--- src/rtl/xbar_pkg.sv ---
package xbar_pkg;
  localparam int unsigned GROUPS   = 8;
  localparam int unsigned WAYS     = 8;
  localparam int unsigned SEL_W    = $clog2(WAYS);
  localparam int unsigned PORTS    = GROUPS * WAYS;
  localparam int unsigned CFG_BITS = PORTS * SEL_W;
  localparam int unsigned BUS_W    = 12;
  localparam int unsigned WORDS    = CFG_BITS / BUS_W;
  localparam int unsigned ADDR_W   = $clog2(WORDS);

  typedef struct packed {
    logic [WORDS-1:0] wordWe;
    logic             commit;
  } cfg_strobe_t;

  function automatic logic [CFG_BITS-1:0] identityCfg();
    logic [CFG_BITS-1:0] cfg;
    cfg = '0;
    for (int o = 0; o < PORTS; o++) cfg[o*SEL_W +: SEL_W] = SEL_W'(o % WAYS);
    return cfg;
  endfunction
endpackage

--- src/rtl/xbar_mux_tree.sv ---
module xbar_mux_tree #(
  parameter int unsigned WAYS  = 8,
  parameter int unsigned SEL_W = $clog2(WAYS)
) (
  input  logic [WAYS-1:0]  leafIn,
  input  logic [SEL_W-1:0] sel,
  output logic             rootOut
);
  localparam int unsigned NODES = 2 * WAYS - 1;
  logic [NODES-1:0] node;

  genvar d, i;
  generate
    for (i = 0; i < WAYS; i++) begin : g_leaf
      assign node[WAYS-1+i] = leafIn[i];
    end
    // depth 0 is the root, steered by the top select bit; leaves level uses bit 0
    for (d = 0; d < SEL_W; d++) begin : g_depth
      for (i = 0; i < (1 << d); i++) begin : g_node
        localparam int unsigned N = (1 << d) - 1 + i;
        assign node[N] = sel[SEL_W-1-d] ? node[2*N+2] : node[2*N+1];
      end
    end
  endgenerate

  assign rootOut = node[0];
endmodule

--- src/rtl/xbar_ctrl.sv ---
module xbar_ctrl
  import xbar_pkg::*;
(
  input  logic              clk,
  input  logic              rstN,
  input  logic              wrEn,
  input  logic [ADDR_W-1:0] wrAddr,
  input  logic              commit,
  output cfg_strobe_t       strb
);
  always_comb begin
    strb.wordWe = '0;
    if (wrEn) strb.wordWe[wrAddr] = 1'b1;
    strb.commit = commit;
  end


  word_select_chk: assert property (@(posedge clk) disable iff (!rstN)
    wrEn |-> ($countones(strb.wordWe) == 1 && strb.wordWe[wrAddr]));


  idle_select_chk: assert property (@(posedge clk) disable iff (!rstN)
    !wrEn |-> (strb.wordWe == '0));
endmodule

--- src/rtl/xbar_datapath.sv ---
module xbar_datapath
  import xbar_pkg::*;
(
  input  logic             clk,
  input  logic             rstN,
  input  cfg_strobe_t      strb,
  input  logic [BUS_W-1:0] wrData,
  input  logic             testMode,
  input  logic [PORTS-1:0] dataIn,
  output logic [PORTS-1:0] dataOut
);
  logic [CFG_BITS-1:0] cacheQ;
  logic [CFG_BITS-1:0] mapQ;
  logic [PORTS-1:0]    routed;

  genvar k, o;
  generate
    for (k = 0; k < WORDS; k++) begin : g_word
      localparam logic [CFG_BITS-1:0] RST_CFG = identityCfg();
      always_ff @(posedge clk) begin
        if (!rstN)                cacheQ[k*BUS_W +: BUS_W] <= RST_CFG[k*BUS_W +: BUS_W];
        else if (strb.wordWe[k]) cacheQ[k*BUS_W +: BUS_W] <= wrData;
      end


      cache_write_chk: assert property (@(posedge clk) disable iff (!rstN)
        strb.wordWe[k] |=> cacheQ[k*BUS_W +: BUS_W] == $past(wrData));


      cache_hold_chk: assert property (@(posedge clk) disable iff (!rstN)
        !strb.wordWe[k] |=> $stable(cacheQ[k*BUS_W +: BUS_W]));
    end

    for (o = 0; o < PORTS; o++) begin : g_port
      localparam int unsigned GRP = o / WAYS;
      xbar_mux_tree #(.WAYS(WAYS), .SEL_W(SEL_W)) u_tree (
        .leafIn (dataIn[GRP*WAYS +: WAYS]),
        .sel    (mapQ[o*SEL_W +: SEL_W]),
        .rootOut(routed[o])
      );
    end
  endgenerate

  always_ff @(posedge clk) begin
    if (!rstN)            mapQ <= identityCfg();
    else if (strb.commit) mapQ <= cacheQ;
  end

  assign dataOut = testMode ? mapQ[PORTS-1:0] : routed;


  map_hold_chk: assert property (@(posedge clk) disable iff (!rstN)
    !strb.commit |=> $stable(mapQ));


  map_commit_chk: assert property (@(posedge clk) disable iff (!rstN)
    strb.commit |=> mapQ == $past(cacheQ));


  test_bypass_chk: assert property (@(posedge clk) disable iff (!rstN)
    (testMode && $stable(mapQ) && $past(testMode)) |-> $stable(dataOut));
endmodule

--- src/rtl/xbar64_staged.sv ---
module xbar64_staged
  import xbar_pkg::*;
(
  input  logic              clk,
  input  logic              rstN,
  input  logic              wrEn,
  input  logic [ADDR_W-1:0] wrAddr,
  input  logic [BUS_W-1:0]  wrData,
  input  logic              commit,
  input  logic              testMode,
  input  logic [PORTS-1:0]  dataIn,
  output logic [PORTS-1:0]  dataOut
);
  cfg_strobe_t strb;

  xbar_ctrl u_ctrl (
    .clk   (clk),
    .rstN  (rstN),
    .wrEn  (wrEn),
    .wrAddr(wrAddr),
    .commit(commit),
    .strb  (strb)
  );

  xbar_datapath u_dp (
    .clk     (clk),
    .rstN    (rstN),
    .strb    (strb),
    .wrData  (wrData),
    .testMode(testMode),
    .dataIn  (dataIn),
    .dataOut (dataOut)
  );
endmodule

--- config.mk ---
export PLATFORM = sky130hd
export DESIGN_NAME = xbar64_staged
export DESIGN_NICKNAME = d
export VERILOG_FILES = /design/src/rtl/xbar_pkg.sv /design/src/rtl/xbar_mux_tree.sv /design/src/rtl/xbar_ctrl.sv /design/src/rtl/xbar_datapath.sv /design/src/rtl/xbar64_staged.sv
export SDC_FILE = /design/constraint.sdc
export NUM_CORES = 1
export LEC_CHECK = 0
export BUFFER_PORTS_ARGS = -buffer_cell sky130_fd_sc_hd__buf_2
export CORE_MARGIN = 3
export CORE_UTILIZATION = 40
export CTS_BUF_LIST = sky130_fd_sc_hd__clkbuf_16
export DETAILED_ROUTE_END_ITERATION = 10
export PLACE_DENSITY = 0.55
export SETUP_SLACK_MARGIN = 0.3
export SLEW_MARGIN = 5
export SYNTH_ARGS = -nofsm -noshare
export SYNTH_HDL_FRONTEND = slang
export SYNTH_HIERARCHICAL = 1
export SYNTH_SLANG_ARGS = --single-unit
--- constraint.sdc ---
create_clock -name clk -period 5.3 [get_ports clk]
set_input_delay 1.06 -clock clk [delete_from_list [all_inputs] [get_ports clk]]
set_output_delay 1.06 -clock clk [all_outputs]
set_load 0.01 [all_outputs]
==> results of run 1 <==
## cell usage after synthesis
| cell | instances |
|---|---|
| sky130_fd_sc_hd__dfxtp_1 | 384 |
| sky130_fd_sc_hd__clkbuf_1 | 28 |
| sky130_fd_sc_hd__nand3_1 | 1 |
| sky130_fd_sc_hd__nand2_1 | 193 |
| sky130_fd_sc_hd__mux2i_1 | 384 |
| sky130_fd_sc_hd__mux4_1 | 128 |
| sky130_fd_sc_hd__nand3b_1 | 2 |
| sky130_fd_sc_hd__nor2_1 | 12 |
| sky130_fd_sc_hd__nor3_2 | 1 |
| sky130_fd_sc_hd__buf_6 | 10 |
| sky130_fd_sc_hd__nor2b_1 | 192 |
| sky130_fd_sc_hd__nand2b_1 | 2 |
| sky130_fd_sc_hd__nor3_1 | 3 |
| sky130_fd_sc_hd__buf_2 | 26 |
| sky130_fd_sc_hd__or3b_4 | 1 |
| sky130_fd_sc_hd__buf_12 | 10 |
| sky130_fd_sc_hd__mux2_2 | 128 |
| sky130_fd_sc_hd__buf_4 | 27 |
## power groups by stage
stage	combinational (mW)	sequential, mW	clock [mW]
2_1_floorplan	0.380	2.99	0
3_3_place_gp	0.564	3.00	0
3_5_place_dp	0.570	3.00	0
4_1_cts	0.572	2.93	3.10
5_1_grt	0.605	2.94	3.22
6_report	0.565	2.93	3.01
## metrics by stage
step | hold WS, ns | power [mW] | cells | util (%)
floorplan | 0.4409 | 3.370 | 1532 | -
global placement | 0.4512 | 3.560 | 2204 | 42.85
detailed placement | 0.4585 | 3.566 | 2204 | 42.85
CTS | 0.4679 | 6.602 | 2282 | 45.89
global route | 0.4823 | 6.757 | 2282 | 45.89
finish | 0.4652 | 6.508 | 2284 | 45.90
## final cells by class
cell class	count	area, um2
Timing Repair Buffer	166	923.4
Multi-Input combinational cell	1047	10710
Clock inverter	31	246.5
Sequential cell	384	7687
Clock buffer	47	1176
Tap cell	607	759.5
Antenna cell	2	5.005
Fill cell	4314	25350
## placed cells by master (no fill, tap or decap)
cell type                    count
sky130_fd_sc_hd__buf_12          2
sky130_fd_sc_hd__buf_2         145
sky130_fd_sc_hd__buf_4          17
sky130_fd_sc_hd__buf_8           2
sky130_fd_sc_hd__bufinv_16       4
sky130_fd_sc_hd__clkbuf_16      47
sky130_fd_sc_hd__clkinv_1        5
sky130_fd_sc_hd__clkinv_2        6
sky130_fd_sc_hd__clkinvlp_4      2
sky130_fd_sc_hd__dfxtp_1       384
sky130_fd_sc_hd__diode_2         2
sky130_fd_sc_hd__inv_1          12
sky130_fd_sc_hd__inv_6           2
sky130_fd_sc_hd__mux2_2        128
sky130_fd_sc_hd__mux2i_1       384
sky130_fd_sc_hd__mux4_1        128
sky130_fd_sc_hd__nand2_1       193
sky130_fd_sc_hd__nand2b_1        2
sky130_fd_sc_hd__nand3_1         1
sky130_fd_sc_hd__nand3b_1        2
sky130_fd_sc_hd__nor2_1         10
sky130_fd_sc_hd__nor2_2          2
sky130_fd_sc_hd__nor2b_1       192
sky130_fd_sc_hd__nor3_2          4
sky130_fd_sc_hd__or3b_4          1
## state kept, by name (all words and copies together), names as in the netlist
register and cells:
u_dp/cacheQ 192, u_dp/mapQ 192
## logic make-up after synthesis
kind of cell,after synthesis,synth area share (%)
muxes,640,45.22
buffers and inverters,101,3.925
and+or+nand+nor,407,10.66
DFF,384,40.19
## critical path: cells and delay by family
| family | cells | cell delay [ns] |
|---|---|---|
| buf+inv | 2 | 0.29 |
| mux | 3 | 1.15 |
## layer usage
metal | share of wire, % | vias to the layer above
met4 | 1.8 | 4
li1 | - | 5862
met2 | 47 | 229
met5 | 0.067 | -
met1 | 47 | 6203
met3 | 3.9 | 61
## how the worst max path moves through the flow
stage,startpoint,to,cells after the start
floorplan,dataIn[3],dataOut[0],3
global placement,dataIn[9],dataOut[15],5
detailed placement,dataIn[11],dataOut[15],5
CTS,dataIn[11],dataOut[15],5
global route,dataIn[11],dataOut[14],5
finish,dataIn[11],dataOut[15],5
==> results.md, run 1 <==
### GRT
* met2 track demand over resource: 32.17%
* GRT Max-Usage Layer: met2
* routing usage on met3: 3.537%
* met1 global-route usage: 27.75%
* via count of the first global-routing pass: 12070
* Overall Global Routing Usage: 19.79%
* initial antenna violation count: 3
* largest net degree at the start of global routing: 182
* wire length of the first global-routing pass: 76670 um
* global route total overflow: 0

### Yosys
* post-synthesis sequential area ratio: 40.19%
* YS warnings: 6
* area share of the largest cell type after synthesis: 40.19%
* leading post-synthesis cells by cell area: sky130_fd_sc_hd__dfxtp_1 40%, sky130_fd_sc_hd__mux2i_1 20%, sky130_fd_sc_hd__mux4_1 18%, sky130_fd_sc_hd__mux2_2 7.5%, sky130_fd_sc_hd__nor2b_1 6.3%
* synthesized area divided by synthesized cell count: 12.48 um2
* post-synthesis instance area: 19130 um2
* syn_nets: 1617
* cell count after synthesis: 1532
* area leader, netlist: sky130_fd_sc_hd__dfxtp_1
* Synth Register Bits: 384
* count of different cell masters after synthesis: 18

### Power and ir drop
* leakage power total: 8.224 nW
* share of total power in combinational logic: 8.7%
* switching portion of total power: 23.75%
* total power per unit cell area: 302.6 nW/um2
* Flop pwr share: 45.1%
* clock share of power: 46.2%
* switching power: 1.545 mW
* IR Drop Worst-Case VDD: 0.2039 mV
* Internal Power: 4.962 mW

### Critical path
* startpoint class of the critical path: input pin
* critical setup path kind: in2out
* largest stage delay on the critical path: 0.51 ns
* largest driver fanout on the critical path: 8
* critical path capture point type: output port
* Data required, critical path: 4.24 ns
* Crit Reg-Reg Startpoint: u_dp/mapQ[48]
* cell type of the slowest stage on the worst timing path: sky130_fd_sc_hd__mux4_1
* endpoint arrival time on the critical path: 2.50 ns
* r2r endpoint: u_dp/mapQ[48]
* crit path cell chain: buf_2 -> mux4_1 -> mux2_2 -> mux2_2 -> buf_2
* R2R Setup Slk: 4.48 ns
* path depth of the worst reg2reg path: 2

### Clocking
* CTS-repair resized insts: 0
* CTS Buf Count: 45
* clock tree from TritonCTS: built
* clock latency at the later pin of the worst-skew pair: 0.57 ns
* clock transition time at the flip-flop clock pins of the worst setup and hold paths: 0.06 ns
* CTS sink cnt: 384
* CTS H-tree lvls: 2
* buffer cell driving the clock tree root: sky130_fd_sc_hd__clkbuf_16
* worst-case clock buffer depth: 3
* number of post-CTS setup repair buffers: 0
* Hold Buf Count CTS: 0

### Min path
* Hold Path End: u_dp/mapQ[165]
* worst hold path depth: 2
* Worst Hold Class: reg2reg
* worst min-delay path startpoint: u_dp/cacheQ[165]

### Place
* area after detailed placement: 20080 um2
* PortBufs: 148
* GP Congestion: 0.7749
* Placement Setup Slack: 1.734 ns
* estimated wirelength of the detail-placed design: 31460 um

### Floorplan
* CORE AREA: 46850 um2
* Core Rows: 79
* area enclosed by the die boundary: 50470 um2
* I/O pin count: 149
* overall die height: 224.7 um
* effective utilization at floorplan: 40.82%
* x dimension of the die: 224.7 um

### Route
* wire length after detailed routing: 50440 um
* violation count after the first detailed-routing iteration: 837
* number of detailed-routing iterations run before antenna repair: 5
* Detail Route Antenna Nets: 0
* Routed WL per cell: 22.08 um
* number of remaining DRC errors: 0
* number of vias after detailed routing: 12359
* via/cell ratio: 5.411

### STA
* number of pins exceeding their max-slew limit in the final report: 0
* final sum of negative setup slack: 0 ns
* RSZ-0062 raised after global routing: no
* pin slew with the least headroom to its limit: 1.011 ns
* worst rel slew slack: 32.49%
* fin worst setup slack: 1.742 ns
* Final period util: 67.13%
* number of hold violations in the final report: 0
* number of endpoints failing setup at the final stage: 0
* Fmax: 281.1 MHz
* time the worst path needs with I/O delays and setup: 3.558 ns
* Post-Route Skew: 0.01369 ns

### Cells and area
* net total in the final layout: 1729
* post-synthesis to final-layout area growth: 12.44%
* share of final-layout standard cells stronger than drive strength 1: 21.61%
* fin area: 21510 um2

### Flow run
* max capacitance violation total: 0

### Status
* result of the run: finished, final reports clean

Note: power is estimated with default switching activity, not from simulation.
==> run 2: changes to the inputs <==
- clock period: 5.3 -> 3.7 ns (I/O delays scaled with it)
==> run 2 against run 1 <==
  * Clock power up 39%
  * Die area unchanged
  * Critical path depth down 1
  * Utilization up 0.12 points
  * Sequential cell count unchanged
  * First-iteration DRC count down 4.3%
  * Total power up 42%
  * Global-route usage up 0.18 points
  * Routed wire length up 1.0%
  * Via count down 0.60%
  * Design area up 0.27%
  * Critical path type is now reg2out
  * Clock skew up 0.00073 ns
==> results.md, run 2 (synthesis results as in run 1) <==
### Status
* result of the run: finished, final reports clean, unchanged

### STA
* pin slew with the least headroom to its limit: 0.7788 ns, was 1.011 ns
* time the worst path needs with I/O delays and setup: 3.211 ns
* Final period util: 86.78%
* Post-Route Skew: 0.01442 ns, was 0.01369 ns
* fin worst setup slack: 0.4890 ns, was 1.742 ns
* number of endpoints failing setup at the final stage: 0, unchanged
* worst rel slew slack: 48.08%, was 32.49%
* number of hold violations in the final report: 0, unchanged
* RSZ-0062 raised after global routing: no, unchanged
* number of pins exceeding their max-slew limit in the final report: 0, unchanged
* Fmax: 311.4 MHz
* final sum of negative setup slack: 0 ns, unchanged

### Floorplan
* CORE AREA: 46850 um2, unchanged
* I/O pin count: 149, unchanged
* effective utilization at floorplan: 40.82%, unchanged
* overall die height: 224.7 um, unchanged
* Core Rows: 79, unchanged
* x dimension of the die: 224.7 um, unchanged
* area enclosed by the die boundary: 50470 um2, unchanged

### Power and ir drop
* IR Drop Worst-Case VDD: 0.2539 mV, was 0.2039 mV
* leakage power total: 8.263 nW, was 8.224 nW
* total power per unit cell area: 427.0 nW/um2, was 302.6 nW/um2
* total power: 9.209 mW, was 6.508 mW

### Place
* Placement Setup Slack: 0.7449 ns, was 1.734 ns
* GP Congestion: 0.7700, was 0.7749
* estimated wirelength of the detail-placed design: 32650 um, was 31460 um
* PortBufs: 148, unchanged

### Clocking
* CTS Buf Count: 45, unchanged
* clock tree from TritonCTS: built, unchanged
* clock transition time at the flip-flop clock pins of the worst setup and hold paths: 0.06 ns, about the same
* worst-case clock buffer depth: 3, unchanged
* CTS H-tree lvls: 2, unchanged
* Hold Buf Count CTS: 0, unchanged
* CTS-repair resized insts: 0, unchanged
* clock latency at the later pin of the worst-skew pair: 0.57 ns, about the same
* buffer cell driving the clock tree root: sky130_fd_sc_hd__clkbuf_16, unchanged
* CTS sink cnt: 384, unchanged
* number of post-CTS setup repair buffers: 0, unchanged

### Route
* Detail Route Antenna Nets: 0, unchanged
* via/cell ratio: 5.353, was 5.411
* Routed WL per cell: 22.21 um, was 22.08 um
* number of remaining DRC errors: 0, unchanged
* number of vias after detailed routing: 12285, was 12359
* violation count after the first detailed-routing iteration: 801, was 837
* number of detailed-routing iterations run before antenna repair: 4, was 5
* wire length after detailed routing: 50970 um, was 50440 um

### Critical path
* largest driver fanout on the critical path: 4, was 8
* endpoint arrival time on the critical path: 2.47 ns, was 2.50 ns
* path depth of the worst reg2reg path: 2, unchanged
* startpoint class of the critical path: register, was input pin
* critical path capture point type: output port, unchanged
* critical setup path kind: reg2out, was in2out
* R2R Setup Slk: 2.82 ns, was 4.48 ns
* Data required, critical path: 2.96 ns, was 4.24 ns

### GRT
* via count of the first global-routing pass: 12108, was 12070
* global route total overflow: 0, unchanged
* initial antenna violation count: 4, was 3
* largest net degree at the start of global routing: 113, was 182
* Overall Global Routing Usage: 19.97%, was 19.79%
* wire length of the first global-routing pass: 77260 um, was 76670 um

### Flow run
* max capacitance violation total: 0, unchanged

### Cells and area
* post-synthesis to final-layout area growth: 12.74%, was 12.44%
* net total in the final layout: 1736, was 1729
* Fillers: 4320, was 4314
* commonest cells after routing, fill and taps aside: 384 x sky130_fd_sc_hd__mux2i_1, 384 x sky130_fd_sc_hd__dfxtp_1, 193 x sky130_fd_sc_hd__nand2_1, unchanged
* share of final-layout standard cells stronger than drive strength 1: 21.77%, was 21.61%
* largest registers in the final layout: u_dp/cacheQ (192), u_dp/mapQ (192), unchanged

### Min path
* worst hold path depth: 2, unchanged
* Worst Hold Class: reg2reg, unchanged

-- run 2: critical path, stage by stage (launching register included) --
cell                      delay [ns]
sky130_fd_sc_hd__dfxtp_1        0.49
sky130_fd_sc_hd__mux4_1         0.62
sky130_fd_sc_hd__mux2_2         0.35
sky130_fd_sc_hd__mux2_2         0.30
sky130_fd_sc_hd__buf_2          0.14
-- run 2: worst paths after layout --
| kind | from | to |
|---|---|---|
| setup / recovery | u_dp/mapQ[45] | dataOut[15] |
| hold / removal | u_dp/cacheQ[182] | u_dp/mapQ[182] |
| setup reg to reg | u_dp/mapQ[48] | u_dp/mapQ[48] |
| hold reg to reg | u_dp/cacheQ[182] | u_dp/mapQ[182] |
-- run 2: area by class of cell --
type,count,area [um2],area share [%]
antenna,2,5.005,0.02321
clock buffer,47,1176,5.454
clock inverter,35,206.4,0.9574
multi-input combinational,1047,10700,49.63
sequential,384,7687,35.65
tap,607,759.5,3.522
timing repair buffer,173,1026,4.758
-- run 2: where the power goes --
group | internal (mW) | switching (mW)
clock network | 2.42 | 1.76
registers | 4.17 | 0.0277
logic | 0.379 | 0.440
-- run 2: through the flow --
stage | cells | utilization (%) | instance area (um2) | hold slack, ns
floorplan | 1532 | - | 19130 | 0.4409
global placement | 2211 | 43.06 | 20180 | 0.4517
detailed placement | 2211 | 43.06 | 20180 | 0.4577
CTS | 2293 | 46.01 | 21560 | 0.4695
global route | 2293 | 46.01 | 21560 | 0.4826
finish | 2295 | 46.02 | 21560 | 0.4619
-- run 2: per-layer routing --
layer	routed length [um]	GRT usage, %	up-vias
li1	-	-	5875
met1	23640	27.58	6143
met2	24300	32.74	199
met3	2120	3.798	64
met4	878	4.511	4
met5	22	0	-
